## config.mk

```make
export PLATFORM = sky130hd
export DESIGN_NAME = osc_failover
export DESIGN_NICKNAME = d
export VERILOG_FILES = /design/src/rtl/osw_pkg.sv /design/src/rtl/osw_glitch_filter.sv /design/src/rtl/osw_select_ctrl.sv /design/src/rtl/osw_status_reg.sv /design/src/rtl/osc_failover.sv
export SDC_FILE = /design/constraint.sdc
export NUM_CORES = 1
export LEC_CHECK = 0
export ABC_AREA = 1
export BUFFER_PORTS_ARGS = -buffer_cell sky130_fd_sc_hd__buf_2
export CAP_MARGIN = 20
export CORE_MARGIN = 3
export CORE_UTILIZATION = 38
export DETAILED_ROUTE_END_ITERATION = 16
export PLACE_DENSITY = 0.74
export SYNTH_ARGS = -nofsm -noshare
export SYNTH_HDL_FRONTEND = slang
export SYNTH_HIERARCHICAL = 1
export SYNTH_SLANG_ARGS = --single-unit
```

## constraint.sdc

```tcl
create_clock -name clk -period 3.4 [get_ports clk]
set_input_delay 0.34 -clock clk [delete_from_list [all_inputs] [get_ports clk]]
set_output_delay 0.34 -clock clk [all_outputs]
set_load 0.01 [all_outputs]
```

## src/rtl/osw_pkg.sv

```systemverilog
package osw_pkg;
  typedef enum logic [1:0] {
    ROLE_OFF  = 2'b00,
    ROLE_MAIN = 2'b01,
    ROLE_STBY = 2'b10,
    ROLE_SOLO = 2'b11
  } role_e;

  localparam int NSRC   = 2;
  localparam int STK_W  = 5;
  localparam int CMD_W  = 6;
  localparam int STAT_W = 8;

  localparam int STK_LEG0  = 0;
  localparam int STK_LEG1  = 1;
  localparam int STK_MISS0 = 2;
  localparam int STK_MISS1 = 3;
  localparam int STK_SW    = 4;
  localparam int CMD_REARM = 5;
endpackage

```

## src/rtl/osw_glitch_filter.sv

```systemverilog
module osw_glitch_filter #(
  parameter int LEN = 3
) (
  input  logic clk,
  input  logic rst_ni,
  input  logic raw_i,
  output logic flt_o
);
  localparam int CW = $clog2(LEN + 1);
  localparam logic [CW-1:0] LEN_C = CW'(LEN);

  logic [CW-1:0] cnt_q, cnt_d;
  logic          cnt_en;

  always_comb begin
    cnt_en = raw_i ? (cnt_q != LEN_C) : (cnt_q != '0);
    cnt_d  = raw_i ? cnt_q + 1'b1 : '0;
  end

  always_ff @(posedge clk or negedge rst_ni) begin
    if (!rst_ni)     cnt_q <= '0;
    else if (cnt_en) cnt_q <= cnt_d;
  end

  assign flt_o = (cnt_q == LEN_C);

  // a filtered fault only appears after the raw flag was present
  p_flt_needs_raw_r3: assert property (@(posedge clk) disable iff (!rst_ni)
    $rose(flt_o) |-> $past(raw_i));
  // the filtered fault is gone one cycle after the raw flag drops
  p_flt_drop_r3: assert property (@(posedge clk) disable iff (!rst_ni)
    !raw_i |=> !flt_o);
endmodule

```

## src/rtl/osw_select_ctrl.sv

```systemverilog
module osw_select_ctrl
  import osw_pkg::*;
(
  input  logic                 clk,
  input  logic                 rst_ni,
  input  logic [NSRC-1:0][1:0] role_i,
  input  logic [NSRC-1:0]      flt_i,
  input  logic                 sel_i,
  input  logic                 rearm_req_i,
  output logic                 act_o,
  output logic                 lock_o,
  output logic                 sw_evt_o,
  output logic                 alt_ok_o
);
  logic act_q, act_d, lock_q, lock_d;
  logic sel_q, sel_vld_q;
  logic tgl, home, alt, alt_ok, act_flt, rearm_ok, sw_evt;
  logic [NSRC-1:0] is_main;

  for (genvar g = 0; g < NSRC; g++) begin : g_main
    assign is_main[g] = (role_i[g] == ROLE_MAIN) || (role_i[g] == ROLE_SOLO);
  end

  always_comb begin
    home     = !is_main[0] && is_main[1];
    alt      = !act_q;
    alt_ok   = (role_i[alt] == ROLE_STBY) && !flt_i[alt];
    act_flt  = flt_i[act_q];
    tgl      = sel_vld_q && (sel_i != sel_q);
    rearm_ok = rearm_req_i && (flt_i == '0);
    sw_evt   = !lock_q && alt_ok && (act_flt || tgl);
  end

  always_comb begin
    act_d  = act_q;
    lock_d = lock_q;
    if (lock_q) begin
      if (rearm_ok) begin
        lock_d = 1'b0;
        act_d  = home;
      end
    end else if (sw_evt) begin
      lock_d = 1'b1;
      act_d  = alt;
    end else begin
      act_d = home;
    end
  end

  always_ff @(posedge clk or negedge rst_ni) begin
    if (!rst_ni) begin
      act_q     <= 1'b0;
      lock_q    <= 1'b0;
      sel_q     <= 1'b0;
      sel_vld_q <= 1'b0;
    end else begin
      act_q     <= act_d;
      lock_q    <= lock_d;
      sel_q     <= sel_i;
      sel_vld_q <= 1'b1;
    end
  end

  assign act_o    = act_q;
  assign lock_o   = lock_q;
  assign sw_evt_o = sw_evt;
  assign alt_ok_o = alt_ok;

  // lock only rises when the standby feed was usable
  p_switch_needs_alt_r4: assert property (@(posedge clk) disable iff (!rst_ni)
    $rose(lock_q) |-> $past(alt_ok));
  // a held lock freezes the selection
  p_lock_holds_r5: assert property (@(posedge clk) disable iff (!rst_ni)
    (lock_q && !rearm_ok) |=> (lock_q && $stable(act_q)));
  // a select change while unlocked with a usable standby switches
  p_toggle_switch_r6: assert property (@(posedge clk) disable iff (!rst_ni)
    (!lock_q && tgl && alt_ok) |=> lock_q);
  // lock only falls when neither feed is faulty
  p_rearm_guard_r8: assert property (@(posedge clk) disable iff (!rst_ni)
    $fell(lock_q) |-> $past(flt_i == '0));
endmodule

```

## src/rtl/osw_status_reg.sv

```systemverilog
module osw_status_reg
  import osw_pkg::*;
(
  input  logic              clk,
  input  logic              rst_ni,
  input  logic              we_i,
  input  logic [STK_W-1:0]  clr_i,
  input  logic [NSRC-1:0]   flt_i,
  input  logic [NSRC-1:0]   leg_i,
  input  logic [NSRC-1:0]   miss_i,
  input  logic              sw_evt_i,
  input  logic              act_i,
  input  logic              lock_i,
  input  logic              alt_ok_i,
  output logic [STAT_W-1:0] stat_o
);
  logic [STK_W-1:0] stk_q, stk_d, set_v, clr_v, keep_v;
  logic             stk_en;

  always_comb begin
    set_v            = '0;
    set_v[STK_LEG0]  = flt_i[0] && leg_i[0];
    set_v[STK_LEG1]  = flt_i[1] && leg_i[1];
    set_v[STK_MISS0] = flt_i[0] && miss_i[0];
    set_v[STK_MISS1] = flt_i[1] && miss_i[1];
    set_v[STK_SW]    = sw_evt_i;
    clr_v            = we_i ? clr_i : '0;
    keep_v           = stk_q & ~clr_v;
    stk_d            = set_v | keep_v;
    stk_en           = we_i || (set_v != '0);
  end

  always_ff @(posedge clk or negedge rst_ni) begin
    if (!rst_ni)     stk_q <= '0;
    else if (stk_en) stk_q <= stk_d;
  end

  assign stat_o = {alt_ok_i, lock_i, act_i, stk_q};

  // a sticky bit not written with 1 is never lost
  p_sticky_hold_r9: assert property (@(posedge clk) disable iff (!rst_ni)
    1'b1 |=> ((stk_q & $past(keep_v)) == $past(keep_v)));
  // a set request always lands, even against a clear
  p_set_wins_r9: assert property (@(posedge clk) disable iff (!rst_ni)
    1'b1 |=> ((stk_q & $past(set_v)) == $past(set_v)));
endmodule

```

## src/rtl/osc_failover.sv

```systemverilog
module osc_failover
  import osw_pkg::*;
#(
  parameter int FILT_LEN = 3
) (
  input  logic        clk,
  input  logic        rst_n,
  input  logic [1:0]  role0,
  input  logic [1:0]  role1,
  input  logic [1:0]  leg_p_err,
  input  logic [1:0]  leg_n_err,
  input  logic [1:0]  miss_edge,
  input  logic        sel_cmd,
  input  logic        wr_en,
  input  logic [5:0]  wr_data,
  output logic        act_src,
  output logic        sw_lock,
  output logic [7:0]  stat_reg,
  output logic [1:0]  osc_stat0,
  output logic [1:0]  osc_stat1
);
  logic [1:0]            rst_sync_q;
  logic                  rst_ni;
  logic [NSRC-1:0][1:0]  role_v;
  logic [NSRC-1:0]       leg_v, raw_v, flt_v, run_v;
  logic                  sw_evt, alt_ok, act_w, lock_w;

  always_ff @(posedge clk or negedge rst_n) begin
    if (!rst_n) rst_sync_q <= 2'b00;
    else        rst_sync_q <= {rst_sync_q[0], 1'b1};
  end
  assign rst_ni = rst_sync_q[1];

  assign role_v = {role1, role0};

  for (genvar g = 0; g < NSRC; g++) begin : g_src
    assign leg_v[g] = leg_p_err[g] || leg_n_err[g];
    assign raw_v[g] = leg_v[g] || miss_edge[g];
    assign run_v[g] = (role_v[g] != ROLE_OFF) && !flt_v[g];

    osw_glitch_filter #(.LEN(FILT_LEN)) u_filt (
      .clk   (clk),
      .rst_ni(rst_ni),
      .raw_i (raw_v[g]),
      .flt_o (flt_v[g])
    );
  end

  osw_select_ctrl u_ctrl (
    .clk        (clk),
    .rst_ni     (rst_ni),
    .role_i     (role_v),
    .flt_i      (flt_v),
    .sel_i      (sel_cmd),
    .rearm_req_i(wr_en && wr_data[CMD_REARM]),
    .act_o      (act_w),
    .lock_o     (lock_w),
    .sw_evt_o   (sw_evt),
    .alt_ok_o   (alt_ok)
  );

  osw_status_reg u_stat (
    .clk     (clk),
    .rst_ni  (rst_ni),
    .we_i    (wr_en),
    .clr_i   (wr_data[STK_W-1:0]),
    .flt_i   (flt_v),
    .leg_i   (leg_v),
    .miss_i  (miss_edge),
    .sw_evt_i(sw_evt),
    .act_i   (act_w),
    .lock_i  (lock_w),
    .alt_ok_i(alt_ok),
    .stat_o  (stat_reg)
  );

  assign act_src   = act_w;
  assign sw_lock   = lock_w;
  assign osc_stat0 = {lock_w, run_v[0]};
  assign osc_stat1 = {lock_w, run_v[1]};

  // a filtered fault on the active feed with usable standby switches next edge
  p_local_fault_r7: assert property (@(posedge rst_ni ? clk : 1'b0) disable iff (!rst_ni)
    (!lock_w && flt_v[act_w] && alt_ok) |=> (lock_w && act_src != $past(act_src)));
endmodule

```

==> results of run 1 <==
## worst register-to-register path, cell delays in order, from the launching register on
cell and delay (ns):
dfrtp_1 0.42, ha_1 0.29, o21ai_0 0.24, nand2_2 0.09
nand3_2 0.08, nand2_1 0.05, nand3_1 0.06, nand2_1 0.05
## cells by family (layout without fill, tap and decap cells)
kind of cell	Yosys count	after routing	synth area share, %
and+or+nand+nor	67	67	33.0
buffers and inverters	29	62	14.5
DFF	15	15	42.6
adders and majority gates	6	6	8.51
other	2	2	0.851
AOI/OAI and AO/OA	1	1	0.567
## power by group through the flow
stage                     sequential, W  clock [W]  combinational (W)
final                          0.000307  0.0000947           0.000362
after global routing           0.000320   0.000105           0.000424
after CTS                      0.000308   0.000100           0.000367
after detailed placement       0.000310          0           0.000366
after global placement         0.000304          0           0.000351
after floorplan                0.000318          0           0.000253
## sequential cells by signal, indices dropped and copies added (netlist names)
signal,cells
rst_sync_q,2
u_ctrl/sel_q,1
g_src.u_filt/cnt_q,4
u_ctrl/sel_vld_q,1
u_ctrl/act_o,1
u_ctrl/lock_o,1
u_stat/stk_q,5
## what timing repair did
item,CTS,global route
hold endpoints to repair,2,0
hold buffers,1,0
endpoints found under the setup margin,0,0
## metal layers
metal	share of wire, %	track usage (%)	vias up
li1	-	-	416
met1	48	17.9	332
met2	44	20.7	24
met3	7.4	1.94	2
met4	0.47	4.98	0
met5	0	0	-
## metrics by stage
step	instance area [um2]	setup slack [ns]
2_1_floorplan	882	2.06
3_3_place_gp	1040	2.01
3_5_place_dp	1040	1.97
4_1_cts	1080	1.66
5_1_grt	1080	1.56
6_report	1080	1.68
## final timing paths
check	startpoint	to	cells after the start	slack, ns
max	g_src[0].u_filt/cnt_q[0]$_DFFE_PN0P_	stat_reg[7]	5	1.68
min	sel_cmd	u_ctrl/sel_q$_DFF_PN0_	1	0.20
max reg2reg	g_src[0].u_filt/cnt_q[0]$_DFFE_PN0P_	u_ctrl/act_o$_DFFE_PN0P_	7	2.01
min reg2reg	rst_sync_q[1]$_DFF_PN0_	g_src[0].u_filt/cnt_q[1]$_DFFE_PN0P_	0	0.21
max in group asynchronous	rst_sync_q[1]$_DFF_PN0_	g_src[1].u_filt/cnt_q[1]$_DFFE_PN0P_	0	2.85
min in group asynchronous	rst_sync_q[1]$_DFF_PN0_	g_src[0].u_filt/cnt_q[1]$_DFFE_PN0P_	0	0.21
## layout by cell type, fill, tap and decap left out
cell,synthesis,layout
nand4_1,1,1
inv_1,22,22
nand2_1,40,40
o21ai_0,1,1
ha_1,6,6
dfrtp_1,15,15
clkbuf_4,0,3
inv_2,2,2
buf_2,0,33
dlygate4sd3_1,0,1
nand3_1,11,11
nand3_2,1,1
nand2_2,4,4
nor2_1,8,8
nand3b_1,2,2
clkbuf_1,0,1
conb_1,2,2
## layout make-up
| cell class | count | area share [%] |
|---|---|---|
| Timing Repair Buffer | 34 | 16.2 |
| Sequential cell | 15 | 34.8 |
| Inverter | 24 | 8.34 |
| Tap cell | 27 | 3.13 |
| Clock buffer | 4 | 2.43 |
| Multi-Input combinational cell | 76 | 35.1 |
==> flow_summary.ini, run 1 <==
[power]
share_clk_of_total_power_pct = 12.4
power_frac_comb_pct = 47.4
ir_drop_v = 0.000334
pwr_density_cell_nw_per_um2 = 706
p_total_w = 0.000763
swShare_pct = 42.6
p_seq_share_pct = 40.2
power_leakage_nw = 0.686
internal_power_w = 0.000438
p_sw_w = 0.000325

[synth]
ys_top_cells_by_area = dfrtp_1 (43%), nand2_1 (17%), inv_1 (9.4%), ha_1 (8.5%), nand3_1 (6.2%)
synthCells = 120
yosys.area.top_type = dfrtp_1
synth-edff-count = 0
synth_top_cell_area_share_pct = 42.6
synth_nets = 146
synth_area_per_cell_um2 = 7.35
ys.flop_type = dfrtp_1
ys_seq_elements = 15
synth_area_um2 = 882
async_flop_share_pct = 100
synth_warnings = 6
yosysMostFrequentCell = nand2_1
synth_common_cells = nand2_1 (40), inv_1 (22), dfrtp_1 (15)
synth.distinct_cells = 14
ys_seq_area_share_pct = 42.6

[final_layout]
antenna_cells = 0
area_delta_synth_final_pct = 22.4
nFillCells = 216
final_util_pct = 51.9
drive_gt1_share_pct = 28.1
multi_input_area_um2 = 379
layout.nets = 180
regArea_um2 = 375
fin_cells = 180

[critical_path]
slowest_stage = dfrtp_1
path_cells = ha_1 > nor2_1 > nand2_1 > nand2_2 > buf_2
cp_num_buf_inv = 1
cp_slowest_stage_delay_ns = 0.42
cp.arrival_ns = 1.38
cpLargestDelayFamily = flip-flops
critPathCaptureType = output port
start_kind = register
cp_max_fo = 6
cp.required_ns = 3.06
worstSetupPathType = reg -> out

[routing]
wl_mm = 1.71
vias = 774
dr.first_iter.drc_count = 8
wl_per_cell_um = 9.51
firstDrtPassIters = 3
vias_per_cell = 4.30
drc_errors = 0
final_antenna_net_count = 0

[cts]
cts_resized = 0
cts_buffers = 3
clk_latency_ns = 0.27
cts_setup_buffers = 0
cts_tree = yes
htreeDepth = 1
clk_pin_slew_worst_paths_ns = 0.08
ctsLongestPathBuffers = 2
root_buffer = clkbuf_4
cts.sinks = 15

[timing]
setup_viol = 0
post-route-min-period_ns = 1.72
rsz0062_at_grt = false
tightest_slew_ns = 0.516
fin_crit_sh_pct = 50.6
hold_viol_final = 0
setup_tns_ns = 0
fmax_mhz = 581
skew_ns = 0.00372
slew_headroom_pct = 65.6
hold_ws_ns = 0.197
slew_viol_final = 0

[status]
status = finished, final reports clean

[global_routing]
grt_max_degree = 14
grt_pass1_wl_mm = 2.86
grtUsageTotal_pct = 13.1
overflow = 0
grt_pass1_vias = 708
antenna_found_initial = 0

[place]
io_buffers = 33
hpwl_mm = 1.45
place.gp.congestion = 0.788
placedCellCount = 175

[job]
maxCapViolations = 0

[die]
die_w_um = 54.2
start_util_pct = 42.4
die-area_um2 = 2940
placementRows = 16
pin_count = 34
fp.dieH_um = 54.2
core-area_um2 = 2080

[min_path]
min_path_type = in -> reg
No activity file was read; power rests on OpenSTA's default activity.
==> inputs of run 2 (changes only) <==
Settings changed: ABC_AREA 1 to 0, PLACE_DENSITY 0.74 to 0.75.
Clock period 3.4 ns to 1.73 ns, I/O delays scaled along.
==> run 2 against run 1 <==
  * Clock skew about the same
  * Area after synthesis decreased by 6.8%
  * Clock power increased by 110%
  * Largest cell class unchanged
  * First-iteration DRC count increased by 63%
  * Global-route usage increased by 0.083 points
  * Critical path type is now reg -> reg
  * Core utilization increased by 2.9 points
  * Power increased by 110%
  * Sequential cell count unchanged
  * Register-to-register slack got worse by 2.0 ns
  * Critical endpoint is now u_ctrl/act_o$_DFFE_PN0P_
  * Sequential power increased by 100%
==> flow_summary.ini, run 2 <==
[power]
power_leakage_nw = 0.594
ir_drop_v = 0.000667
p_total_w = 0.00163
pwr_density_cell_nw_per_um2 = 1490

[global_routing]
overflow = 0
antenna_found_initial = 0
grt_pass1_vias = 641
busiest_layer = met2
grt_use_met1_pct = 15.7
grt_max_degree = 14
met3_usage_pct = 5.70
grtUsageTotal_pct = 13.2
use_met2_pct = 20.9
grt_pass1_wl_mm = 2.66

[final_layout]
largest_reg_flops = 5
area_delta_synth_final_pct = 33.3
drive_gt1_share_pct = 42.2
layout_common_cells = buf_2 (33), dfrtp_1 (15), inv_1 (7), nand2_1 (7)
nFillCells = 183
final_common_cell = buf_2
antenna_cells = 0
reg_top3 = u_stat/stk_q x5, g_src.u_filt/cnt_q x4, rst_sync_q x2
top_register = u_stat/stk_q
layout.nets = 143
final_util_pct = 54.8
finalInstanceArea_um2 = 1100

[timing]
tightest_slew_ns = 0.544
post-route-min-period_ns = 1.67
setup_viol = 0
hold_viol_final = 0
slew_headroom_pct = 63.7
skew_ns = 0.00400
finalWorstSetupSlack_ns = 0.0573
slew_viol_final = 0
fin_crit_sh_pct = 96.7
rsz0062_at_grt = true
fmax_mhz = 598
hold_ws_ns = 0.127

[cts]
cts.sinks = 15
root_buffer = clkbuf_4
cts_tree = yes
htreeDepth = 1
clk_latency_ns = 0.28
ctsLongestPathBuffers = 2
clk_pin_slew_worst_paths_ns = 0.09
cts_buffers = 3

[place]
place.gp.congestion = 0.808
placed_area_um2 = 991
dpl_worst_slack_ns = 0.0483
hpwl_mm = 1.34
io_buffers = 33

[synth]
synth.distinct_cells = 28
ys_seq_elements = 15
async_flop_share_pct = 100
yosysMostFrequentCell = dfrtp_1
ys_seq_area_share_pct = 45.7
synth_area_per_cell_um2 = 10.5
synthCells = 78
synth_nets = 104
synth_common_cells = dfrtp_1 (15), inv_1 (7), nand2_1 (7)
synth_top_cell_area_share_pct = 45.7
synth_area_um2 = 822
ys_top_cells_by_area = dfrtp_1 (46%), ha_1 (9.1%), mux2i_1 (4.9%), buf_4 (4.6%), a22o_1 (4.3%)
yosys.area.top_type = dfrtp_1
synth_warnings = 6
synth-edff-count = 0
ys.flop_type = dfrtp_1

[routing]
drc_errors = 0
wl_mm = 1.75
firstDrtPassIters = 4
vias_per_cell = 4.90
dr.first_iter.drc_count = 13
wl_per_cell_um = 12.3
final_antenna_net_count = 0
vias = 701

[critical_path]
cp.arrival_ns = 1.90
cp_max_fo = 4
worstSetupPathType = reg -> reg
r2r_cells = 5
critPathCaptureType = register
start_kind = register
cp.required_ns = 1.96

[job]
maxCapViolations = 0

[status]
status = finished, final reports clean

[die]
pin_count = 34
fp.dieH_um = 52.5
start_util_pct = 41.1
placementRows = 16
die_w_um = 52.5
die-area_um2 = 2760
core-area_um2 = 2000

[min_path]
hold_depth = 2
min_path_type = in -> reg
-- run 2: cell count changes after synthesis, moves of 4 or more --
cell     previous run  this run
nor2_1              8         3
nand3_1            11         1
nand2_2             4         0
mux2i_1             0         4
a22o_1              0         4
nand2_1            40         7
inv_1              22         7
-- run 2: kinds of logic after synthesis --
group | synth area share (%)
simple gates | 15.5
compound gates | 15.1
flops | 45.7
buf+inv | 7.76
fa+ha+maj | 9.13
mux | 4.87
other cells | 0.914
xor+xnor | 1.07
-- run 2: what timing repair did --
item,CTS,global route
hold buffers,1,1
pin swaps,0,1
setup buffers,1,2
hold endpoints to repair,2,1
gates resized for setup,0,6
endpoints found under the setup margin,1,2
-- run 2: path summary, 6_finish.rpt --
check,startpoint,to,slack (ns)
max in group asynchronous,rst_sync_q[1]$_DFF_PN0_,u_stat/stk_q[3]$_DFFE_PN0P_,1.14
worst max register to register,g_src[0].u_filt/cnt_q[1]$_DFFE_PN0P_,u_ctrl/act_o$_DFFE_PN0P_,0.06
worst min-delay path,miss_edge[0],u_stat/stk_q[2]$_DFFE_PN0P_,0.13
worst min register to register,rst_sync_q[1]$_DFF_PN0_,u_ctrl/sel_q$_DFF_PN0_,0.23
worst max-delay path,g_src[0].u_filt/cnt_q[1]$_DFFE_PN0P_,u_ctrl/act_o$_DFFE_PN0P_,0.06
min in group asynchronous,rst_n,rst_sync_q[0]$_DFF_PN0_,0.19
-- run 2: where the power goes --
| part | internal [W] | switching [W] | total, W |
|---|---|---|---|
| combinational | 0.000417 | 0.000394 | 0.000810 |
| sequential | 0.000483 | 0.000141 | 0.000624 |
| clock | 0.0000858 | 0.000115 | 0.000201 |
-- run 2: area by class of cell --
type | count | area [um2] | area share [%]
multi-input cells | 51 | 418 | 38.1
flip-flops and latches | 15 | 375 | 34.2
repair buffers | 39 | 215 | 19.6
well taps | 27 | 33.8 | 3.08
inverters | 7 | 26.3 | 2.40
clock buffers | 3 | 22.5 | 2.05
clock inverters | 1 | 5.00 | 0.457
-- run 2: stage by stage --
step	setup TNS (ns)	instances
after floorplan	0	78
after global placement	0	134
after detailed placement	0	134
after CTS	0	140
after global routing	-0.0187	143
final	0	143
-- run 2: critical path: stages (launching register included) --
cell,delay (ns)
dfrtp_1,0.43
ha_4,0.20
nor2b_1,0.13
a221o_1,0.33
a2111oi_2,0.38
or3b_1,0.15
-- run 2: per-layer routing --
layer  share of wire, %  vias to the layer above
met5                  0                        -
met4                1.8                        0
met3                7.9                        5
met2                 49                       27
met1                 42                      328
li1                   -                      341
==> inputs of run 3 (changes only) <==
Settings changed: PLACE_DENSITY 0.75 to 0.77.
Clock period 1.73 ns to 1.4 ns, I/O delays scaled along.
==> run 3 against run 2 <==
  * The flow now finishes with violations (negative setup slack)
  * Clock power rose by 16%
  * Setup slack got worse by 0.33 ns
  * Combinational power rose by 53%
  * Clock skew fell by 0.0012 ns
  * Critical path type unchanged
  * Critical endpoint unchanged
==> flow_summary.ini, run 3 (same netlist as run 2, synthesis figures left out) <==
[timing]
slew_headroom_pct = 66.4
slew_viol_final = 0
hold_viol_final = 0
setup_viol = 5
post-route-min-period_ns = 1.68
rsz0062_at_grt = true
setup_tns_ns = -0.931
skew_ns = 0.00280
fmax_mhz = 596
fin_crit_sh_pct = 120
finalWorstSetupSlack_ns = -0.277
tightest_slew_ns = 0.505

[final_layout]
fin_cells = 156
nFillCells = 172
regArea_um2 = 375
antenna_cells = 0
layout.nets = 156
top_register = u_stat/stk_q
largest_reg_flops = 5
drive_gt1_share_pct = 48.1
multi_input_area_um2 = 403
area_delta_synth_final_pct = 46.1
layout_common_cells = buf_2 (30), buf_4 (16), dfrtp_1 (15), inv_1 (7), nand2_1 (6)
final_common_cell = buf_2
reg_top3 = u_stat/stk_q x5, g_src.u_filt/cnt_q x4, rst_sync_q x2

[place]
io_buffers = 33
hpwl_mm = 1.41
place.gp.congestion = 0.915
placedCellCount = 144

[die]
core-area_um2 = 2000
die_w_um = 52.5
placementRows = 16
die-area_um2 = 2760
fp.dieH_um = 52.5
pin_count = 34
start_util_pct = 41.1

[power]
pwr_density_cell_nw_per_um2 = 1840
power_leakage_nw = 0.661
p_total_w = 0.00221
ir_drop_v = 0.000898

[cts]
cts_tree = yes
clk_pin_slew_worst_paths_ns = 0.08
htreeDepth = 1
root_buffer = clkbuf_4
ctsLongestPathBuffers = 2
cts_buffers = 3
clk_latency_ns = 0.28
cts.sinks = 15

[critical_path]
cp_num_buf_inv = 1
cp.required_ns = 1.56
cp.arrival_ns = 1.84
cp_slowest_stage_delay_ns = 0.39
slowest_stage = dfrtp_1
cp_max_fo = 4
cp.depth = 6
r2r_cells = 6
worstSetupPathType = reg -> reg
critPathCaptureType = register
path_cells = ha_2 > nor4bb_2 > a31o_2 > buf_4 > a2111oi_2 > or3b_1
cpLargestDelayFamily = simple AND/OR/NAND/NOR gates
start_kind = register

[min_path]
min_path_type = in -> reg
hold_depth = 2

[global_routing]
grt_pass1_wl_mm = 2.64
grt_pass1_vias = 648
antenna_found_initial = 0
grt_max_degree = 14
overflow = 0
grtUsageTotal_pct = 13.2

[status]
failed_checks = negative setup slack
status = finished with violations

[job]
maxCapViolations = 0

[routing]
final_antenna_net_count = 0
vias = 733
drc_errors = 0
wl_mm = 1.76
vias_per_cell = 4.70
firstDrtPassIters = 4
dr.first_iter.drc_count = 12
wl_per_cell_um = 11.3
[run 3: path summary, 6_finish.rpt]
kind                                                       from                              endpoint  slack [ns]
min in group asynchronous                                 rst_n               rst_sync_q[1]$_DFF_PN0_        0.16
setup / recovery           g_src[0].u_filt/cnt_q[1]$_DFFE_PN0P_              u_ctrl/act_o$_DFFE_PN0P_       -0.28
max in group asynchronous               rst_sync_q[1]$_DFF_PN0_           u_stat/stk_q[0]$_DFFE_PN0P_        0.85
hold reg to reg                         rst_sync_q[1]$_DFF_PN0_  g_src[1].u_filt/cnt_q[0]$_DFFE_PN0P_        0.21
setup reg to reg           g_src[0].u_filt/cnt_q[1]$_DFFE_PN0P_              u_ctrl/act_o$_DFFE_PN0P_       -0.28
hold / removal                                     miss_edge[1]           u_stat/stk_q[3]$_DFFE_PN0P_         0.1
[run 3: final cells by class]
cell class	count	share of cell area [%]
Sequential cell	15	31.3
Clock buffer	3	1.88
Multi-Input combinational cell	51	33.5
Inverter	7	2.19
Timing Repair Buffer	52	27.9
Tap cell	27	2.81
Clock inverter	1	0.417
[run 3: stage by stage]
stage	utilization, %	worst slack [ns]	hold WS, ns	cell area, um2
after floorplan	-	-0.158	-0.156	825
after global placement	53.4	-0.136	-0.0745	1070
after detailed placement	53.4	-0.180	-0.0725	1070
after CTS	57.1	-0.292	0.0868	1140
after global routing	60.0	-0.386	0.0720	1200
final	60.0	-0.277	0.0982	1200
[run 3: layer usage]
metal	vias to the layer above	track usage [%]	part of all wire [%]
met3	4	3.42	3.8
met1	335	14.7	37
met2	25	21.9	56
li1	369	-	-
met4	0	8.51	2.9
met5	-	0	0
[run 3: repair_timing]
| item | CTS | global route |
|---|---|---|
| resized for setup | 4 | 4 |
| setup endpoints to repair | 6 | 6 |
| setup buffers | 1 | 5 |
| endpoints found under the hold margin | 3 | 0 |
| pin swaps | 2 | 3 |
| hold buffers | 2 | 0 |
[run 3: where the power goes]
group	total (W)	internal [W]	switching [W]
Combinational	0.00124	0.000709	0.000533
Clock	0.000234	0.000106	0.000128
Sequential	0.000737	0.000597	0.000140
[run 3: worst reg2reg max path, delay by kind of cell (launching register included)]
| kind | cells | cell delay [ns] |
|---|---|---|
| AO/OA/AOI/OAI | 2 | 0.23 |
| buffers and inverters | 1 | 0.12 |
| flip-flops | 1 | 0.39 |
| adder cells (fa/ha/maj) | 1 | 0.21 |
| AND/OR/NAND/NOR | 2 | 0.61 |
